<file path="src/rtl/gfc_pkg.sv">
package gfc_pkg;
  typedef enum logic [1:0] {
    ST_ARM   = 2'd0,
    ST_RUN   = 2'd1,
    ST_FAULT = 2'd2,
    ST_REARM = 2'd3
  } seq_state_e;
endpackage

</file>
<file path="src/rtl/gfc_pwm_qualifier.sv">
module gfc_pwm_qualifier #(
  parameter int GLITCH_CYC = 2
) (
  input  logic clk,
  input  logic rst_n,
  input  logic raw,
  output logic qual,
  output logic rise
);
  localparam int CW = $clog2(GLITCH_CYC + 1);

  logic [CW-1:0] agree_cnt;
  logic          q_prev;

  // The qualified level resets high: a command already high at reset is not an edge.
  always_ff @(posedge clk or negedge rst_n) begin
    if (!rst_n) begin
      qual      <= 1'b1;
      q_prev    <= 1'b1;
      agree_cnt <= '0;
    end else begin
      q_prev <= qual;
      if (raw != qual) begin
        if (agree_cnt == CW'(GLITCH_CYC - 1)) begin
          qual      <= raw;
          agree_cnt <= '0;
        end else begin
          agree_cnt <= agree_cnt + 1'b1;
        end
      end else begin
        agree_cnt <= '0;
      end
    end
  end

  assign rise = qual & ~q_prev;

  a_r2_change_matches_input: assert property (@(posedge clk) disable iff (!rst_n)
    !$stable(qual) |-> (qual == $past(raw)));
endmodule

</file>
<file path="src/rtl/gfc_desat_monitor.sv">
module gfc_desat_monitor #(
  parameter int BLANK_CYC = 23,
  parameter int FILT_CYC  = 16
) (
  input  logic clk,
  input  logic rst_n,
  input  logic drive,
  input  logic desat,
  output logic trip
);
  localparam int BW = $clog2(BLANK_CYC + 1);
  localparam int FW = $clog2(FILT_CYC + 1);

  logic [BW-1:0] on_cnt;
  logic [FW-1:0] hit_cnt;
  logic          blank_over;
  logic          hit;

  assign blank_over = (on_cnt == BW'(BLANK_CYC));
  assign hit        = drive & blank_over & desat;
  assign trip       = hit & (hit_cnt == FW'(FILT_CYC - 1));

  always_ff @(posedge clk or negedge rst_n) begin
    if (!rst_n) begin
      on_cnt <= '0;
    end else if (!drive) begin
      on_cnt <= '0;
    end else if (!blank_over) begin
      on_cnt <= on_cnt + 1'b1;
    end
  end

  always_ff @(posedge clk or negedge rst_n) begin
    if (!rst_n) begin
      hit_cnt <= '0;
    end else if (hit && !trip) begin
      hit_cnt <= hit_cnt + 1'b1;
    end else begin
      hit_cnt <= '0;
    end
  end

  a_r11_counts_clear_when_off: assert property (@(posedge clk) disable iff (!rst_n)
    !drive |=> (on_cnt == '0 && hit_cnt == '0));
endmodule

</file>
<file path="src/rtl/gfc_fault_sequencer.sv">
module gfc_fault_sequencer
  import gfc_pkg::*;
#(
  parameter int STO_CYC    = 90,
  parameter int FLTDLY_CYC = 23,
  parameter int MUTE_CYC   = 1000
) (
  input  logic clk,
  input  logic rst_n,
  input  logic supply_ok,
  input  logic qual,
  input  logic rise,
  input  logic trip,
  output logic drive,
  output logic soft_off,
  output logic fault_n
);
  localparam int TW = $clog2(MUTE_CYC + 1);

  seq_state_e    st, st_n;
  logic [TW-1:0] tmr, tmr_n;
  logic          uv, uv_n;

  always_comb begin
    st_n  = st;
    tmr_n = tmr;
    uv_n  = uv;
    if (!supply_ok) begin
      st_n  = ST_FAULT;
      tmr_n = '0;
      uv_n  = 1'b1;
    end else begin
      unique case (st)
        ST_ARM, ST_REARM: if (rise) st_n = ST_RUN;
        ST_RUN: begin
          if (trip) begin
            st_n  = ST_FAULT;
            tmr_n = '0;
            uv_n  = 1'b0;
          end
        end
        ST_FAULT: begin
          if (tmr == TW'(MUTE_CYC - 1)) begin
            st_n  = ST_REARM;
            tmr_n = '0;
          end else begin
            tmr_n = tmr + 1'b1;
          end
        end
      endcase
    end
  end

  always_ff @(posedge clk or negedge rst_n) begin
    if (!rst_n) begin
      st    <= ST_ARM;
      tmr   <= '0;
      uv    <= 1'b0;
      drive <= 1'b0;
    end else begin
      st    <= st_n;
      tmr   <= tmr_n;
      uv    <= uv_n;
      drive <= (st_n == ST_RUN) & qual;
    end
  end

  assign soft_off = supply_ok & (st == ST_FAULT) & ~uv & (tmr < TW'(STO_CYC));
  assign fault_n  = supply_ok & (st != ST_REARM) &
                    ~((st == ST_FAULT) & (uv | (tmr >= TW'(FLTDLY_CYC))));

  a_r9_uv_enters_fault: assert property (@(posedge clk) disable iff (!rst_n)
    !supply_ok |=> (st == ST_FAULT && tmr == '0 && uv));
  a_r7_mute_keeps_gate_off: assert property (@(posedge clk) disable iff (!rst_n)
    (st == ST_FAULT) |-> !drive);
  a_r8_release_with_gate: assert property (@(posedge clk) disable iff (!rst_n)
    $rose(fault_n) |-> drive);
  a_r5_soft_excludes_gate: assert property (@(posedge clk) disable iff (!rst_n)
    soft_off |-> !drive);
endmodule

</file>
<file path="src/rtl/gate_fault_ctrl.sv">
module gate_fault_ctrl #(
  parameter int GLITCH_CYC = 2,
  parameter int BLANK_CYC  = 23,
  parameter int FILT_CYC   = 16,
  parameter int STO_CYC    = 90,
  parameter int FLTDLY_CYC = 23,
  parameter int MUTE_CYC   = 1000
) (
  input  logic clk,
  input  logic rst_n,
  input  logic pwm_in,
  input  logic desat_in,
  input  logic supply_a_ok,
  input  logic supply_b_ok,
  output logic gate_on,
  output logic soft_off,
  output logic fault_n
);
  logic both_ok;
  logic qual_w, rise_w, trip_w, drive_w;

  assign both_ok = supply_a_ok & supply_b_ok;

  gfc_pwm_qualifier #(.GLITCH_CYC(GLITCH_CYC)) u_qual (
    .clk  (clk),
    .rst_n(rst_n),
    .raw  (pwm_in),
    .qual (qual_w),
    .rise (rise_w)
  );

  gfc_desat_monitor #(.BLANK_CYC(BLANK_CYC), .FILT_CYC(FILT_CYC)) u_desat (
    .clk  (clk),
    .rst_n(rst_n),
    .drive(drive_w),
    .desat(desat_in),
    .trip (trip_w)
  );

  gfc_fault_sequencer #(
    .STO_CYC(STO_CYC), .FLTDLY_CYC(FLTDLY_CYC), .MUTE_CYC(MUTE_CYC)
  ) u_seq (
    .clk      (clk),
    .rst_n    (rst_n),
    .supply_ok(both_ok),
    .qual     (qual_w),
    .rise     (rise_w),
    .trip     (trip_w),
    .drive    (drive_w),
    .soft_off (soft_off),
    .fault_n  (fault_n)
  );

  assign gate_on = drive_w & both_ok;

  a_r5_trip_turns_gate_off: assert property (@(posedge clk) disable iff (!rst_n)
    trip_w |=> !gate_on);
endmodule

</file>
<file path="config.mk">
export PLATFORM = sky130hd
export DESIGN_NAME = gate_fault_ctrl
export DESIGN_NICKNAME = d
export VERILOG_FILES = /design/src/rtl/gfc_pkg.sv /design/src/rtl/gfc_pwm_qualifier.sv /design/src/rtl/gfc_desat_monitor.sv /design/src/rtl/gfc_fault_sequencer.sv /design/src/rtl/gate_fault_ctrl.sv
export SDC_FILE = /design/constraint.sdc
export NUM_CORES = 1
export LEC_CHECK = 0
export ABC_CLOCK_PERIOD_IN_PS = 2280
export CAP_MARGIN = 20
export CORE_MARGIN = 4
export CORE_UTILIZATION = 45
export CTS_CLUSTER_SIZE = 8
export DETAILED_ROUTE_END_ITERATION = 7
export PLACE_DENSITY = 0.62
export SLEW_MARGIN = 25
export SYNTH_ARGS = -nofsm -noshare
export SYNTH_HDL_FRONTEND = slang
export SYNTH_SLANG_ARGS = --single-unit
</file>
<file path="constraint.sdc">
create_clock -name clk -period 2.28 [get_ports clk]
set_input_delay 0.342 -clock clk [delete_from_list [all_inputs] [get_ports clk]]
set_output_delay 0.342 -clock clk [all_outputs]
set_load 0.05 [all_outputs]
</file>
* Yosys cells after proc, flatten, opt, wreduce, memory -nomap -nowiden *
Cells that the tools add are included.
W data, S select, Z words.

word-level totals
  register bits after elaboration = 28
  output and inout port bits = 3

operators by class
  bitwise logic cells = 17
  $lt $le $gt $ge = 2
  equality and inequality tests = 15
  muxes and demuxes = 17
  reductions and logical operators = 7
  $add $sub $neg = 4

operators by type and width
  operator                 count
  $mux W10                 3
  $pmux W10 S2             1
  $mux W5                  3
  $and A1 B1 Y1            13
  $mux W2                  6
  $add A10 B1 Y10 const B  1
  $add A5 B1 Y5 const B    2
  $eq A10 B10 Y1 const B   1
  $ge A10 B5 Y1 const B    1
  $lt A10 B7 Y1 const B    1
  $eq A2 B1 Y1 const B     3
  $pmux W2 S3              1
  $reduce_and A2 Y1        3
  $eq A5 B4 Y1 const B     1
  $eq A5 B5 Y1 const B     1
  $eq A2 B2 Y1 const B     2
  $ne A2 B1 Y1 const B     2
  $ne A2 B2 Y1 const B     2
  $mux W1                  3
  $ne A3 B1 Y1 const B     1
  $ne A3 B3 Y1 const B     1
  $not A1 Y1               3
  $add A2 B1 Y2 const B    1
  $logic_not A2 Y1         1
  other kinds (5)          5

* Longest topological paths before layout *
Gate-level depths: netlist of the first run.

  word-level depth = 9
  depth in mapped cells = 7
  mapped depth without buffers = 7

* Cells and area by module *
Synthesis of the first run repeated with hierarchy kept, for this count alone.

second synthesis, totals
  cell total of the unflattened synthesis = 152
  area, all modules = 1500.2 um2

modules (own cells, without submodules)
  module               area an instance (um2)  cells an instance  instances
  gfc_fault_sequencer  857.1                   98                 1
  gfc_desat_monitor    480.5                   42                 1
  gfc_pwm_qualifier    150.1                   10                 1
  gate_fault_ctrl      12.5                    2                  1

* Worst setup path before layout of the first run *
OpenSTA, ideal clock, no wires.

  path kind = register -> output
  start point = register u_seq.tmr[8]
  end point = output port soft_off
  arrival = 2.489 ns
  stages on the path, launching flop included = 3
  path slack = -0.551 ns
  cell sequence = dfrtp_1 -> or4_4 -> nor4bb_1

between the ends
  cells in the longest elaborated chain, start to end = 2

RTL lines
  element                 RTL line                   RTL
  from (decl)             gfc_fault_sequencer.sv:21  logic [TW-1:0] tmr, tmr_n;
  from (signal assigned)  gfc_fault_sequencer.sv:62  tmr <= tmr_n;
  $lt A10 B7 Y1           gfc_fault_sequencer.sv:68  assign soft_off = supply_ok & (st == ST_FAULT) & ~uv & (tmr < TW'(STO_CYC));
  $and A1 B1 Y1           gfc_fault_sequencer.sv:68
  to (decl)               gate_fault_ctrl.sv:16      output logic soft_off,

Every way passes these cells.

* Final worst setup path of the first run *
  start point = register u_seq.uv
  end point = output port fault_n

between the ends
  cells in the longest elaborated chain, start to end = 4

RTL lines
  element                 RTL line                   RTL
  from (decl)             gfc_fault_sequencer.sv:22  logic uv, uv_n;
  from (signal assigned)  gfc_fault_sequencer.sv:63  uv <= uv_n;
  $or A1 B1 Y1            gfc_fault_sequencer.sv:70  ~((st == ST_FAULT) & (uv | (tmr >= TW'(FLTDLY_CYC))));
  $and A1 B1 Y1           gfc_fault_sequencer.sv:70
  $not A1 Y1              gfc_fault_sequencer.sv:70
  $and A1 B1 Y1           gfc_fault_sequencer.sv:69  assign fault_n = supply_ok & (st != ST_REARM) &
  to (decl)               gate_fault_ctrl.sv:17      output logic fault_n

Every way passes these cells.

==> results.md, run 1 <==
Synthesis:
- Ranked by total cell area, the synthesized netlist is headed by sky130_fd_sc_hd__dfrtp_1 42%, sky130_fd_sc_hd__ha_1 5.6%, sky130_fd_sc_hd__a22o_1 3.9%, sky130_fd_sc_hd__dfstp_2 3.4%, sky130_fd_sc_hd__o21ai_1 3.2%.
- The yosys synthesis warning count is 0.
- For this run, asynchronously set or reset flops after synthesis account for 1.00.
- After synthesis the cells add up to approximately 1600 µm².
- The count of state elements after synthesis is 28.
- Summed over all instances, the cell type with the most area after synthesis is sky130_fd_sc_hd__dfrtp_1.
- Counting flops with a built-in enable in the synthesized netlist gives 0.
- The area share of the largest cell type after synthesis is 0.416.
- After technology mapping, the gate count stands at 152.
- The most used flip-flop cell after synthesis is sky130_fd_sc_hd__dfrtp_1.
- The netlist uses 45 different library cells.
- A synthesized cell averages 10.3 µm².
- The net count of the mapped netlist is between 150 and 200.
- For this run, the register share of the synthesized area comes to 0.450.

Timing:
- Setup violations remaining at the end of the flow were counted as 1.
- At the pin with the least slew margin, the transition time is roughly 500 ps.
- The number of endpoints with negative hold slack in the final report was 0.
- Setup repair after global routing could not meet its margin everywhere.
- The final cycle utilization of the critical path is 1.01.
- The final setup slack of the worst path is -22.9 ps.
- The achievable frequency is 434 MHz.
- The worst setup skew after layout is approximately 1.5 ps.
- The final count of pins violating max slew came to 0.
- The time the worst path needs with I/O delays and setup is 2300 ps.
- The normalized max-slew margin is 0.666.

GRT:
- The via count of the first global-routing pass came to between 1000 and 1500.
- The global-route usage over all layers is 0.151.
- The first global-routing pass estimated roughly 5000 µm of wire.
- Entering global routing, the biggest net connects 29 pins.
- The initial antenna violation count is 0.
- The total grt overflow is 0.

Run status:
- The run finished, with violations left.
- The final reports fail on negative setup slack.

Clock network:
- The clock insertion delay at the later pin of the skew report is approximately 320 ps.
- In this run the clock root is driven by a sky130_fd_sc_hd__clkbuf_4.
- After clock tree synthesis, the clock-pin slew on the worst setup and hold paths is about 150 ps.
- The number of buffers added by the clock tree synthesis step is 3.
- After clock tree synthesis, the flow added hold-fix buffers numbering 0.
- The clock tree from TritonCTS is built.
- The sink count of the clock tree is 28.
- The number of H-tree levels is 1.
- The maximum number of buffers from clock root to sink is 2.

Worst setup path:
- The required time at the endpoint of the critical path is 1940 ps.
- The worst setup path is of the reg -> out kind.
- The largest fanout on the critical path is 2.
- The critical path arrival is roughly 2000 ps.
- The startpoint kind of the worst setup timing path is a register.
- The capturing element type of the critical path is an output pin.
- The signal on the critical path passes through or4_4 -> nor3_2 -> o21ai_1 -> a211oi_2 -> buf_12.
- The highest cell delay on the worst timing path is about 540 ps.
- The cell with the largest stage delay on the worst path is sky130_fd_sc_hd__or4_4.

Layout:
- The net count of the finished layout is 180.
- The fraction of final layout cells sized beyond drive strength 1 is 0.163.
- The leading cell type in the layout, fill and taps excluded is sky130_fd_sc_hd__dfrtp_1.
- In the layout the commonest cells are 26 x sky130_fd_sc_hd__dfrtp_1, 11 x sky130_fd_sc_hd__nand2_1, 10 x sky130_fd_sc_hd__o21ai_1.
- 0 antenna diodes ended up in the layout.
- The fill cell total of the finished layout is about 320.
- The area growth from synthesis to final layout is 14.8%.
- Summing all multi-input logic gate instances after layout gives 810 µm².
- Once layout is done, the placed cells without fillers occupy approximately 1800 µm².
- Registers take between 700 and 800 µm².
- Measured on the finished design, the core utilization comes to 0.538.

Power and ir drop:
- The combinational power share is 0.102.
- The switching part of the total power is 0.237.
- The internal power is between 0.0006 and 0.0007 W.
- The leakage power summed over all cells is about 0.84 nW.
- The sequential fraction of design power is 0.629.
- The net switching power of the design is between 0.0002 and 0.00025 W.
- Total power for the finished layout comes to 0.000892 W.
- Across the VDD grid, the largest voltage drop is between 0.3 and 0.4 mV.
- The portion of total power attributed to the clock network is 0.269.
- The cell area power density is slightly below 500 nW/µm².

Detailed routing:
- Summed over all layers, the routed wires come to between 2000 and 3000 µm.
- For this block, the initial DRC count from the detailed router was a little under 90.
- The count of TritonRoute iterations in the first routing pass is 4.
- In the routed design, unresolved DRC markers number 0.
- Once detail routing completed, the nets flagged for antenna violations numbered 0.
- In the final routed layout, each cell accounts on average for ~14 µm.
- For this block, the via count after detailed routing is approximately 1200.
- The via-per-instance ratio is between 5 and 6.

Placement:
- The congestion estimate from routability-driven global placement came to between 0.7 and 0.8.
- The placed instances occupy a cell area of 1720 µm².
- OpenSTA, run right after detailed placement, puts the worst setup slack at roughly 220 ps.
- Detailed placement finished with a half-perimeter wire length of about 2200 µm.
- The quantity of I/O buffers inserted on ports is 8.

Die:
- In this run the horizontal extent of the chip is approximately 67 µm.
- The core region is roughly 3300 µm².
- The floorplan has 21 rows.
- The area enclosed by the die boundary is ~4500 µm².
- The boundary pin count is 9.
- The height of the chip is 67.0 µm.
- For this configuration, the core starts out at a cell density of 0.469.

Worst hold path:
- The classification of the worst-slack hold path is in -> async.

Run:
- The max capacitance violation total is 0.
[synth_stat cells (2+ instances only)]
master,number
sky130_fd_sc_hd__xnor2_1,5
sky130_fd_sc_hd__nor4_1,4
sky130_fd_sc_hd__nor2b_1,3
sky130_fd_sc_hd__a22o_1,7
sky130_fd_sc_hd__o21ai_1,10
sky130_fd_sc_hd__nor3_1,7
sky130_fd_sc_hd__mux2_2,2
sky130_fd_sc_hd__and3_1,3
sky130_fd_sc_hd__inv_1,9
sky130_fd_sc_hd__buf_6,2
sky130_fd_sc_hd__nand3_1,7
sky130_fd_sc_hd__o21ai_0,2
sky130_fd_sc_hd__nand2_1,11
sky130_fd_sc_hd__nand4_1,3
sky130_fd_sc_hd__and2_1,5
sky130_fd_sc_hd__nand2b_1,2
sky130_fd_sc_hd__dfrtp_1,26
sky130_fd_sc_hd__nor2_1,9
sky130_fd_sc_hd__a41o_1,2
sky130_fd_sc_hd__ha_1,7
sky130_fd_sc_hd__dfstp_2,2
[state kept, by name, indices dropped and copies added, names as in the netlist]
signal / count
u_seq.st: 2
u_qual.q_prev: 1
u_seq.uv: 1
u_qual.agree_cnt: 2
u_qual.qual: 1
u_desat.on_cnt: 5
u_seq.drive: 1
u_desat.hit_cnt: 5
u_seq.tmr: 10
[power groups by stage]
stage          Combinational (W)  Sequential [W]  Clock, W
6_report               0.0000909        0.000561  0.000240
5_1_grt                 0.000105        0.000569  0.000274
4_1_cts                0.0000933        0.000563  0.000253
3_5_place_dp           0.0000930        0.000572         0
3_3_place_gp           0.0000887        0.000569         0
2_1_floorplan          0.0000631        0.000565         0
[cells by family after synthesis]
kind of cell	count (synthesis)	share of synthesized area
AOI/OAI and AO/OA	33	0.164
xor gates and xnor gates	6	0.0336
adders and majority gates	7	0.0560
buffers and inverters	13	0.0440
DFF	28	0.450
muxes	2	0.0144
and+or+nand+nor	63	0.238
[through the flow]
| stage | hold WS, ps | instances | TNS, ps |
|---|---|---|---|
| 6_report | 374 | 212 | -22.9 |
| 3_3_place_gp | 388 | 203 | 0 |
| 2_1_floorplan | 46.4 | 152 | 0 |
| 4_1_cts | 377 | 211 | -58.8 |
| 3_5_place_dp | 393 | 203 | 0 |
| 5_1_grt | 378 | 212 | -171 |
[critical path: cells and delay by family, from the launching register on]
family / cells / cell delay, ps
buf+inv: 1 / 180
simple gates: 2 / 660
flops: 1 / 410
compound gates: 2 / 390
[metal layers]
| metal | wire, µm | global-route usage | share of wire |
|---|---|---|---|
| met5 | 0 | 0 | 0 |
| met1 | 1410 | 0.201 | 0.47 |
| met3 | 93 | 0.0287 | 0.031 |
| met2 | 1450 | 0.245 | 0.49 |
| met4 | 34 | 0.0456 | 0.011 |
[final timing paths]
check	startpoint	end	slack, ps	cells after the start
setup / recovery	u_seq.uv	fault_n	-20	5
hold / removal	rst_n	u_desat.on_cnt[2]	370	2
setup reg to reg	u_desat.hit_cnt[0]	u_seq.tmr[9]	270	7
hold reg to reg	u_qual.qual	u_qual.q_prev	410	0
max in group asynchronous	rst_n	u_qual.qual	1600	2
min in group clk	u_qual.qual	u_qual.q_prev	410	0
[repair_timing]
item / CTS / global route
pin swaps: 3 / 0
setup endpoints to repair: 1 / 2
gates resized for setup: 0 / 1
buffers inserted: 4 / 1
[layout make-up]
class / count / share of cell area
inverters: 9 / 0.0188
flip-flops and latches: 28 / 0.392
repair buffers: 14 / 0.0864
clock buffers: 4 / 0.0202
multi-input cells: 111 / 0.451
well taps: 46 / 0.0321
Power figures use the tool's default switching activity.
==> inputs of run 2 (changes only) <==
Settings changed: SETUP_SLACK_MARGIN set to 0.3.
==> run 2 against run 1 <==
Against the previous run: largest cell class unchanged; the flow still finishes with violations (negative setup slack); sequential cell count stayed put; clock skew is 7.4 ps higher; via count is 4.6% higher; sequential power hardly changed; worst setup slack worse by 2.2 ps; global-route usage is 0.95 points higher; sequential share of layout area is 2.9 points lower; largest power group unchanged.
==> results.md, run 2 (synthesis gave the netlist of run 1 again) <==
Worst setup path:
- The required time at the endpoint of the critical path is about 1900 ps.
- The endpoint identified for the worst register-to-register timing path is u_seq.tmr[7].
- The capturing element type of the critical path is an output pin.
- The critical path is of the reg -> out type.
- The cell count of the worst reg-to-reg path is 8.
- Of all nets on the critical path, the largest fanout is 2.
- The reg-to-reg setup timing slack is approximately 330 ps.
- The startpoint kind of the worst setup timing path is a register.
- The worst register-to-register path begins at u_desat.hit_cnt[0].
- At the worst endpoint, the arrival time is 1960 ps.

Power and ir drop:
- VDD sags by at most 0.382 mV.
- For this design the total switching power over the nets is approximately 0.00022 W.
- The leakage power summed over all cells is between 0.8 and 0.9 nW.
- Of the total power, the share spent switching nets is 0.246.
- Internal power comes to 0.000684 W.
- The share of total power dissipated in sequential elements is 0.620.
- The cell area power density is 468 nW/µm².
- The portion of total power attributed to the clock network is 0.276.
- The combinational power share is 0.105.

Timing:
- The final cycle utilization of the critical path is 1.01.
- For this run, the top clock speed supported by timing is ~430 MHz.
- The number of endpoints with negative hold slack in the final report is 0.
- Setup repair after global routing could not meet its margin everywhere.
- The worst hold margin is about 360 ps.
- The slew at the pin closest to its max-slew limit is about 370 ps.
- Once routing completed, OpenROAD measured the worst setup slack at -25.1 ps.
- In this run the tightest slew margin relative to its limit is 0.755.
- The final setup TNS is -36.7 ps.
- The total setup violations reported at the end of the flow is 2.
- The time the worst path needs with I/O delays and setup is approximately 2300 ps.
- The worst setup skew after layout is between 8 and 9 ps.
- The final count of pins violating max slew is 0.

Layout:
- The count of antenna diodes in the layout is 0.
- Summing all non-filler instances in the final layout gives an area of 1940 µm².
- Relative to the synthesized area, the layout overhead comes to 23.8%.
- The fill cell total of the finished layout is approximately 300.
- The leading cell type in the layout, fill and taps excluded is sky130_fd_sc_hd__dfrtp_1.
- The largest registers in the layout are u_seq.tmr: 10 flops, u_desat.hit_cnt: 5 flops, u_desat.on_cnt: 5 flops.
- The fraction of final layout cells sized beyond drive strength 1 is 0.254.
- The register with the most flip-flops in the layout has 10 of them.
- For this run, the post-layout net count is 187.
- The register containing the most flip-flops in the final layout is u_seq.tmr.
- Leaving out fill and tap cells, the most frequent cells in the layout are 26 x sky130_fd_sc_hd__dfrtp_1, 11 x sky130_fd_sc_hd__nand2_1, 10 x sky130_fd_sc_hd__buf_4.

Worst hold path:
- The classification of the worst-slack hold path is in -> async.

Die:
- The die covers about 4500 µm².
- Measured along the y axis, the die boundary spans between 60 and 70 µm.
- The initialized floorplan defines 21 standard-cell rows.
- In this run the horizontal extent of the chip is 67.0 µm.
- The boundary pin count is 9.
- The initial utilization of the core area, before any placement, comes to 0.469.
- After floorplanning, the core was sized to cover 3340 µm².

GRT:
- The global-route usage over all layers is 0.160.
- The initial antenna violation count is 0.
- The total grt overflow is 0.
- Entering global routing, the biggest net connects 29 pins.
- The first global-routing pass estimated around 5400 µm of wire.
- The via count of the first global-routing pass came to 1192.

Detailed routing:
- The antenna violation net count after detailed routing is 0.
- After detailed routing, the average wire length per cell comes to approximately 15 µm.
- After detailed routing, the number of remaining DRC violations is 0.
- For this run, the detailed router's first-pass iteration total came to 4.
- The routed design uses between 1500 and 2000 µm of met2 wire.
- The via-per-instance ratio is between 5 and 6.
- The vias after detailed routing is approximately 1200.
- The violation count after the first detailed-route iteration is 66.
- Wire segments on met3 add up to about 80 µm in the final route.
- The top routing layer in use is met4.
- For this block, the routed nets add up to roughly 3300 µm of wire.
- The wire length on met1 is about 1500 µm.

Clock network:
- The clock tree from TritonCTS is built.
- Clock-pin slew was measured on the worst setup and hold paths at approximately 160 ps.
- The clock insertion delay at the later pin of the skew report is around 330 ps.
- In this run the deepest clock path goes through 2 buffers.
- The number of H-tree levels is 1.
- The tree built by TritonCTS fans out to 28 sinks.
- The buffer cell driving the clock tree root is sky130_fd_sc_hd__clkbuf_4.
- The number of buffers added by the clock tree synthesis step is 3.

Run:
- Across the run, the number of max-cap violations was 0.

Placement:
- Summing all placed instances gives a cell area of 1730 µm².
- The global placer's final weighted congestion is roughly 0.8.
- The quantity of I/O buffers inserted on ports is 8.
- The post-detailed-placement half-perimeter wirelength is approximately 2200 µm.
- The pre-CTS worst setup slack is 263 ps.

Run status:
- The final reports fail on negative setup slack.
- The run finished, with violations left.
-- run 2: changes by cell type in the layout (fill, tap and decap cells not counted), sizes merged --
| cell | change |
|---|---|
| buf | +7 |
-- run 2: critical path, cell delays in order, from the launching register on --
cell and delay (ps):
sky130_fd_sc_hd__dfrtp_1 410, sky130_fd_sc_hd__or4_4 560, sky130_fd_sc_hd__buf_6 140, sky130_fd_sc_hd__nor4bb_4 340, sky130_fd_sc_hd__buf_12 180
-- run 2: layout make-up --
type / instances / area (µm²) / share of cell area
clock buffer: 4 / 36.3 / 0.0187
multi-input combinational: 111 / 887 / 0.458
sequential: 28 / 703 / 0.363
tap: 46 / 57.6 / 0.0297
timing repair buffer: 21 / 219 / 0.113
inverter: 9 / 33.8 / 0.0174
-- run 2: metrics by stage --
stage,instances,total power [W],util
after global placement,203,0.000659,0.517
final,219,0.000907,0.580
after CTS,211,0.000911,0.543
after detailed placement,203,0.000665,0.517
after floorplan,152,0.000628,-
after global routing,219,0.000952,0.580
-- run 2: worst max-delay path by stage --
stage	depth (start not counted)	startpoint	slack (ps)	endpoint
CTS	5	u_seq.uv	-60	fault_n
global route	5	u_seq.uv	-110	fault_n
floorplan	4	u_seq.tmr[9]	260	fault_n
global placement	5	u_seq.tmr[9]	320	fault_n
detailed placement	5	u_seq.tmr[9]	260	fault_n
finish	4	u_seq.uv	-30	soft_off
-- run 2: metal layers --
layer | GRT usage | vias up
li1 | - | 602
met1 | 0.200 | 622
met2 | 0.259 | 11
met3 | 0.0337 | 4
met4 | 0.0810 | 0
met5 | 0 | -
-- run 2: what timing repair did --
action,4_1_cts,5_1_grt
gates cloned,0,0
buffers inserted,4,8
hold buffers,0,0
gates resized for setup,4,16
pin swaps,2,10
endpoints found under the setup margin,10,12
-- run 2: power by group through the flow --
stage / Combinational, W / Sequential [W] / Clock [W]
finish: 0.0000950 / 0.000562 / 0.000250
global route: 0.000109 / 0.000567 / 0.000276
CTS: 0.0000936 / 0.000563 / 0.000255
detailed placement: 0.0000928 / 0.000572 / 0
global placement: 0.0000899 / 0.000569 / 0
floorplan: 0.0000635 / 0.000565 / 0
==> inputs of run 3 (changes only) <==
Settings changed: ABC_AREA set to 1.
==> run 3 against run 2 <==
Against the previous run: the flow now finishes without violations; critical path depth grew 2; clock power grew 31%; count of clock-buffer cells in the layout shrank 1; sequential power shrank 1%; via count grew 5.8%; critical endpoint is now fault_n; combinational power shrank 2.6%; final cell count grew 21%; design area grew 1.6%; non-clock buffer count shrank 2; critical path type unchanged.
==> results.md, run 3 <==
Timing:
- The achievable frequency is around 490 MHz.
- Between clock sinks in the finished design, the worst skew comes to approximately 2.6 ps.
- Headroom to the max-slew limit came out at 0.764.
- Subtracting the final worst setup slack from the clock period gives 2060 ps.
- Setup repair after global routing could not meet its margin everywhere.
- The slew at the pin closest to its max-slew limit is ~350 ps.
- The final count of pins violating max slew was 0.
- The total setup violations reported at the end of the flow is 0.
- The number of endpoints with negative hold slack in the final report is 0.
- Of the available clock period, the critical path in the final layout requires 0.903.
- The final setup TNS is 0 ps.

Die:
- The initial core utilization is 0.472.
- The height of the chip is 67.4 µm.
- The total area inside the core boundary comes to between 3000 and 4000 µm².
- The area enclosed by the die boundary is around 4500 µm².
- The floorplan has 21 rows.
- In this run the count of I/O pins placed on the die edge is 9.
- The horizontal die dimension is ~67 µm.

Placement:
- The wire-length estimate of the detail-placed layout is ~2200 µm.
- Once placement finished, the instance area stood at approximately 1800 µm².
- Input and output buffers added on the ports amount to 8.
- The global placer's final weighted congestion is 0.840.

GRT:
- Entering global routing, the biggest net connects 29 pins.
- The via count of the first global-routing pass is 1264.
- Global routing finished with a remaining overflow of 0.
- The initial antenna violation count is 0.
- The first-pass GRT wire length is around 5600 µm.
- The global-route usage over all layers is 0.159.

Clock network:
- The clock transition at the registers of the reported paths is about 150 ps.
- The clock net in this run drives a total of 28 sinks.
- The clock passes through at most 2 buffers.
- The number of H-tree levels is 1.
- The clock tree from TritonCTS is built.
- For the worst-skew pair, the clock arrives at the later sink with an insertion delay of 330 ps.
- The root buffer cell chosen for the clock tree is sky130_fd_sc_hd__clkbuf_4.
- In this run, CTS created clock tree buffers numbering 3.

Worst setup path:
- The buffers plus inverters on the worst setup path is 2.
- The startpoint of the worst-slack reg-to-reg timing path is u_desat.on_cnt[0].
- The setup check on the worst reg-to-reg path leaves a slack of between 500 and 600 ps.
- The largest fanout on the critical path is 6.
- The cell count of the worst reg-to-reg path is 8.
- The startpoint-to-endpoint class of the critical path is reg -> out.
- The critical path goes through inv_1 -> nand3_1 -> a31oi_2 -> a21oi_1 -> nor3_2 -> clkbuf_16.
- The startpoint kind of the worst setup timing path is a register.
- The required time at the endpoint of the critical path is a little under 2000 ps.
- The capturing element type of the critical path is an output pin.
- The highest cell delay on the worst timing path is 480 ps.
- The worst register-to-register path ends at u_seq.tmr[2].
- On the critical path the largest part of the delay comes from flip-flops.
- Among all stages on the critical path, the largest delay is contributed by sky130_fd_sc_hd__dfrtp_2.
- For the worst setup path, the data arrival time is 1720 ps.

Layout:
- The area growth from synthesis to final layout is 24.0%.
- The count of antenna diodes in the layout is 0.
- Leaving out fill and tap cells, the most frequent cells in the layout are 45 x sky130_fd_sc_hd__nand2_1, 25 x sky130_fd_sc_hd__inv_1, 22 x sky130_fd_sc_hd__nor2_1, 22 x sky130_fd_sc_hd__dfrtp_1, 17 x sky130_fd_sc_hd__nand3_1.
- The fill cell total of the finished layout is 312.
- The register containing the most flip-flops in the final layout is u_seq.tmr.
- In the final layout, the registers with the most flip-flops are u_seq.tmr: 10 flops, u_desat.hit_cnt: 5 flops, u_desat.on_cnt: 5 flops.
- The area of all placed cells without fillers is between 1500 and 2000 µm².
- The fraction of final layout cells sized beyond drive strength 1 is 0.219.
- The net count of the finished layout is between 200 and 250.
- The register with the most flip-flops in the layout has 10 of them.
- The leading cell type in the layout, fill and taps excluded is sky130_fd_sc_hd__nand2_1.
- The multi-input combinational cells in the finished layout cover a total of ~840 µm².
- The storage element area is between 700 and 800 µm².

Synthesis:
- sky130_fd_sc_hd__nand2_1 is the most common cell in the netlist.
- In the post-synthesis netlist, the biggest area contributors are sky130_fd_sc_hd__dfrtp_1 41%, sky130_fd_sc_hd__nand2_1 11%, sky130_fd_sc_hd__inv_1 6.4%, sky130_fd_sc_hd__nand3_1 5.7%, sky130_fd_sc_hd__nor2_1 5.7%.
- The synthesized design contains 28 register bits.
- Counting every instance in the synthesized netlist gives approximately 200.
- Yosys printed 0 warnings.
- The share of synthesized area in the top cell type comes to 0.410.
- Synthesis produced a netlist with a net count of 210.
- The biggest area contributor in the post-synthesis netlist is sky130_fd_sc_hd__dfrtp_1.
- The commonest cells after synthesis are 46 x sky130_fd_sc_hd__nand2_1, 27 x sky130_fd_sc_hd__inv_1, 26 x sky130_fd_sc_hd__dfrtp_1.
- The cell area that synthesis handed to floorplanning was 1590 µm².
- The proportion of register bits with asynchronous set or reset after synthesis is 1.00.
- The synthesized design contains 0 enable-type register cells.
- Among all flip-flop cells after synthesis, the most frequent one is sky130_fd_sc_hd__dfrtp_1.
- The count of distinct cell types in the synthesized netlist is 28.
- The synthesized area per cell is slightly above 8 µm².
- The sequential fraction of the synthesis area is 0.443.

Worst hold path:
- The min-delay analysis places its worst path in the category in -> async.

Power and ir drop:
- The worst IR drop on VDD is 0.487 mV.
- Summed over all cells, the static leakage comes to a little over 0.9 nW.
- The share of total power dissipated in combinational logic is 0.095.
- Of the total power, the share spent switching nets is 0.226.
- Of the total power, the clock network draws 0.335.
- The share of total power dissipated in sequential elements is 0.570.
- The net switching power of the design is 0.000221 W.
- The cell area power density is 496 nW/µm².
- The internal portion of the total power is about 0.00075 W.

Detailed routing:
- The via-per-instance ratio is 4.95.
- The violation count after the first detailed-route iteration is 50.
- Dividing the detail-routed wire length by the instance count gives around 12 µm.
- Detailed routing inserted a total of 1311 vias.
- After detailed routing, the total wire length is around 3100 µm.
- For this run, design rule violations remaining after detail routing come to 0.
- The antenna violation net count after detailed routing is 0.
- The pre-antenna-repair detailed-routing pass consisted of 4 iterations.

Run:
- The tool flagged a number of max-cap violations equal to 0.

Run status:
- The flow ran to the end, and the final reports show no timing, DRC or antenna violations.
==> run 3: area by class of cell <==
cell class / instances / area share
clock buffers: 3 / 0.0115
repair buffers: 19 / 0.101
inverters: 27 / 0.0541
multi-input cells: 141 / 0.429
well taps: 46 / 0.0293
clock inverters: 1 / 0.0153
flip-flops and latches: 28 / 0.360
==> run 3: worst max path at each step <==
stage | start | cells after the start | slack (ps) | end
2_1_floorplan | u_seq.tmr[0] | 6 | 350 | fault_n
6_report | u_seq.tmr[5] | 6 | 220 | fault_n
3_5_place_dp | supply_b_ok | 6 | 260 | soft_off
3_3_place_gp | supply_a_ok | 6 | 280 | soft_off
5_1_grt | u_seq.tmr[1] | 7 | 130 | fault_n
4_1_cts | u_seq.st[0] | 7 | 170 | soft_off
==> run 3: cell families (layout without fill, tap and decap cells) <==
group / Yosys count / in the layout / share of synthesized area
DFF: 28 / 28 / 0.443
xor gates and xnor gates: 5 / 5 / 0.0276
buffers and inverters: 28 / 50 / 0.0765
AOI/OAI and AO/OA: 21 / 21 / 0.0789
adders and majority gates: 7 / 7 / 0.0552
and+or+nand+nor: 108 / 108 / 0.319
==> run 3: layer usage <==
layer | share of wire | track usage | vias up
li1 | - | - | 680
met1 | 0.49 | 0.224 | 614
met2 | 0.48 | 0.254 | 13
met3 | 0.022 | 0.0250 | 4
met4 | 0.0093 | 0.0456 | 0
met5 | 0 | 0 | -
==> run 3: worst register-to-register path: cells and delay by family, from the launching register on <==
family                     cells  cell delay (ps)
AOI/OAI and AO/OA              1              140
adders and majority gates      1              180
and+or+nand+nor                5              780
DFF                            1              410
buffers and inverters          1              130
==> run 3: power groups by stage <==
| stage | logic [W] | registers, W | clock network, W |
|---|---|---|---|
| final | 0.0000925 | 0.000556 | 0.000327 |
| after global routing | 0.000112 | 0.000561 | 0.000361 |
| after global placement | 0.0000856 | 0.000566 | 0 |
| after floorplan | 0.0000557 | 0.000561 | 0 |
| after detailed placement | 0.0000911 | 0.000566 | 0 |
| after CTS | 0.0000941 | 0.000557 | 0.000337 |
==> run 3: through the flow <==
stage	hold slack [ps]	util	instances	total power [W]	setup slack, ps
final	376	0.585	265	0.000976	222
after global routing	374	0.585	265	0.00103	129
after CTS	380	0.559	259	0.000988	167
after detailed placement	388	0.520	251	0.000657	260
after global placement	387	0.520	251	0.000651	282
after floorplan	46.4	-	197	0.000617	354
==> run 3: timing repair <==
item	4_1_cts	5_1_grt
cloned	0	0
pin swaps	2	4
endpoints found under the setup margin	2	2
gates resized for setup	11	12
hold endpoints to repair	0	0
setup buffers	4	6
hold buffers	0	0
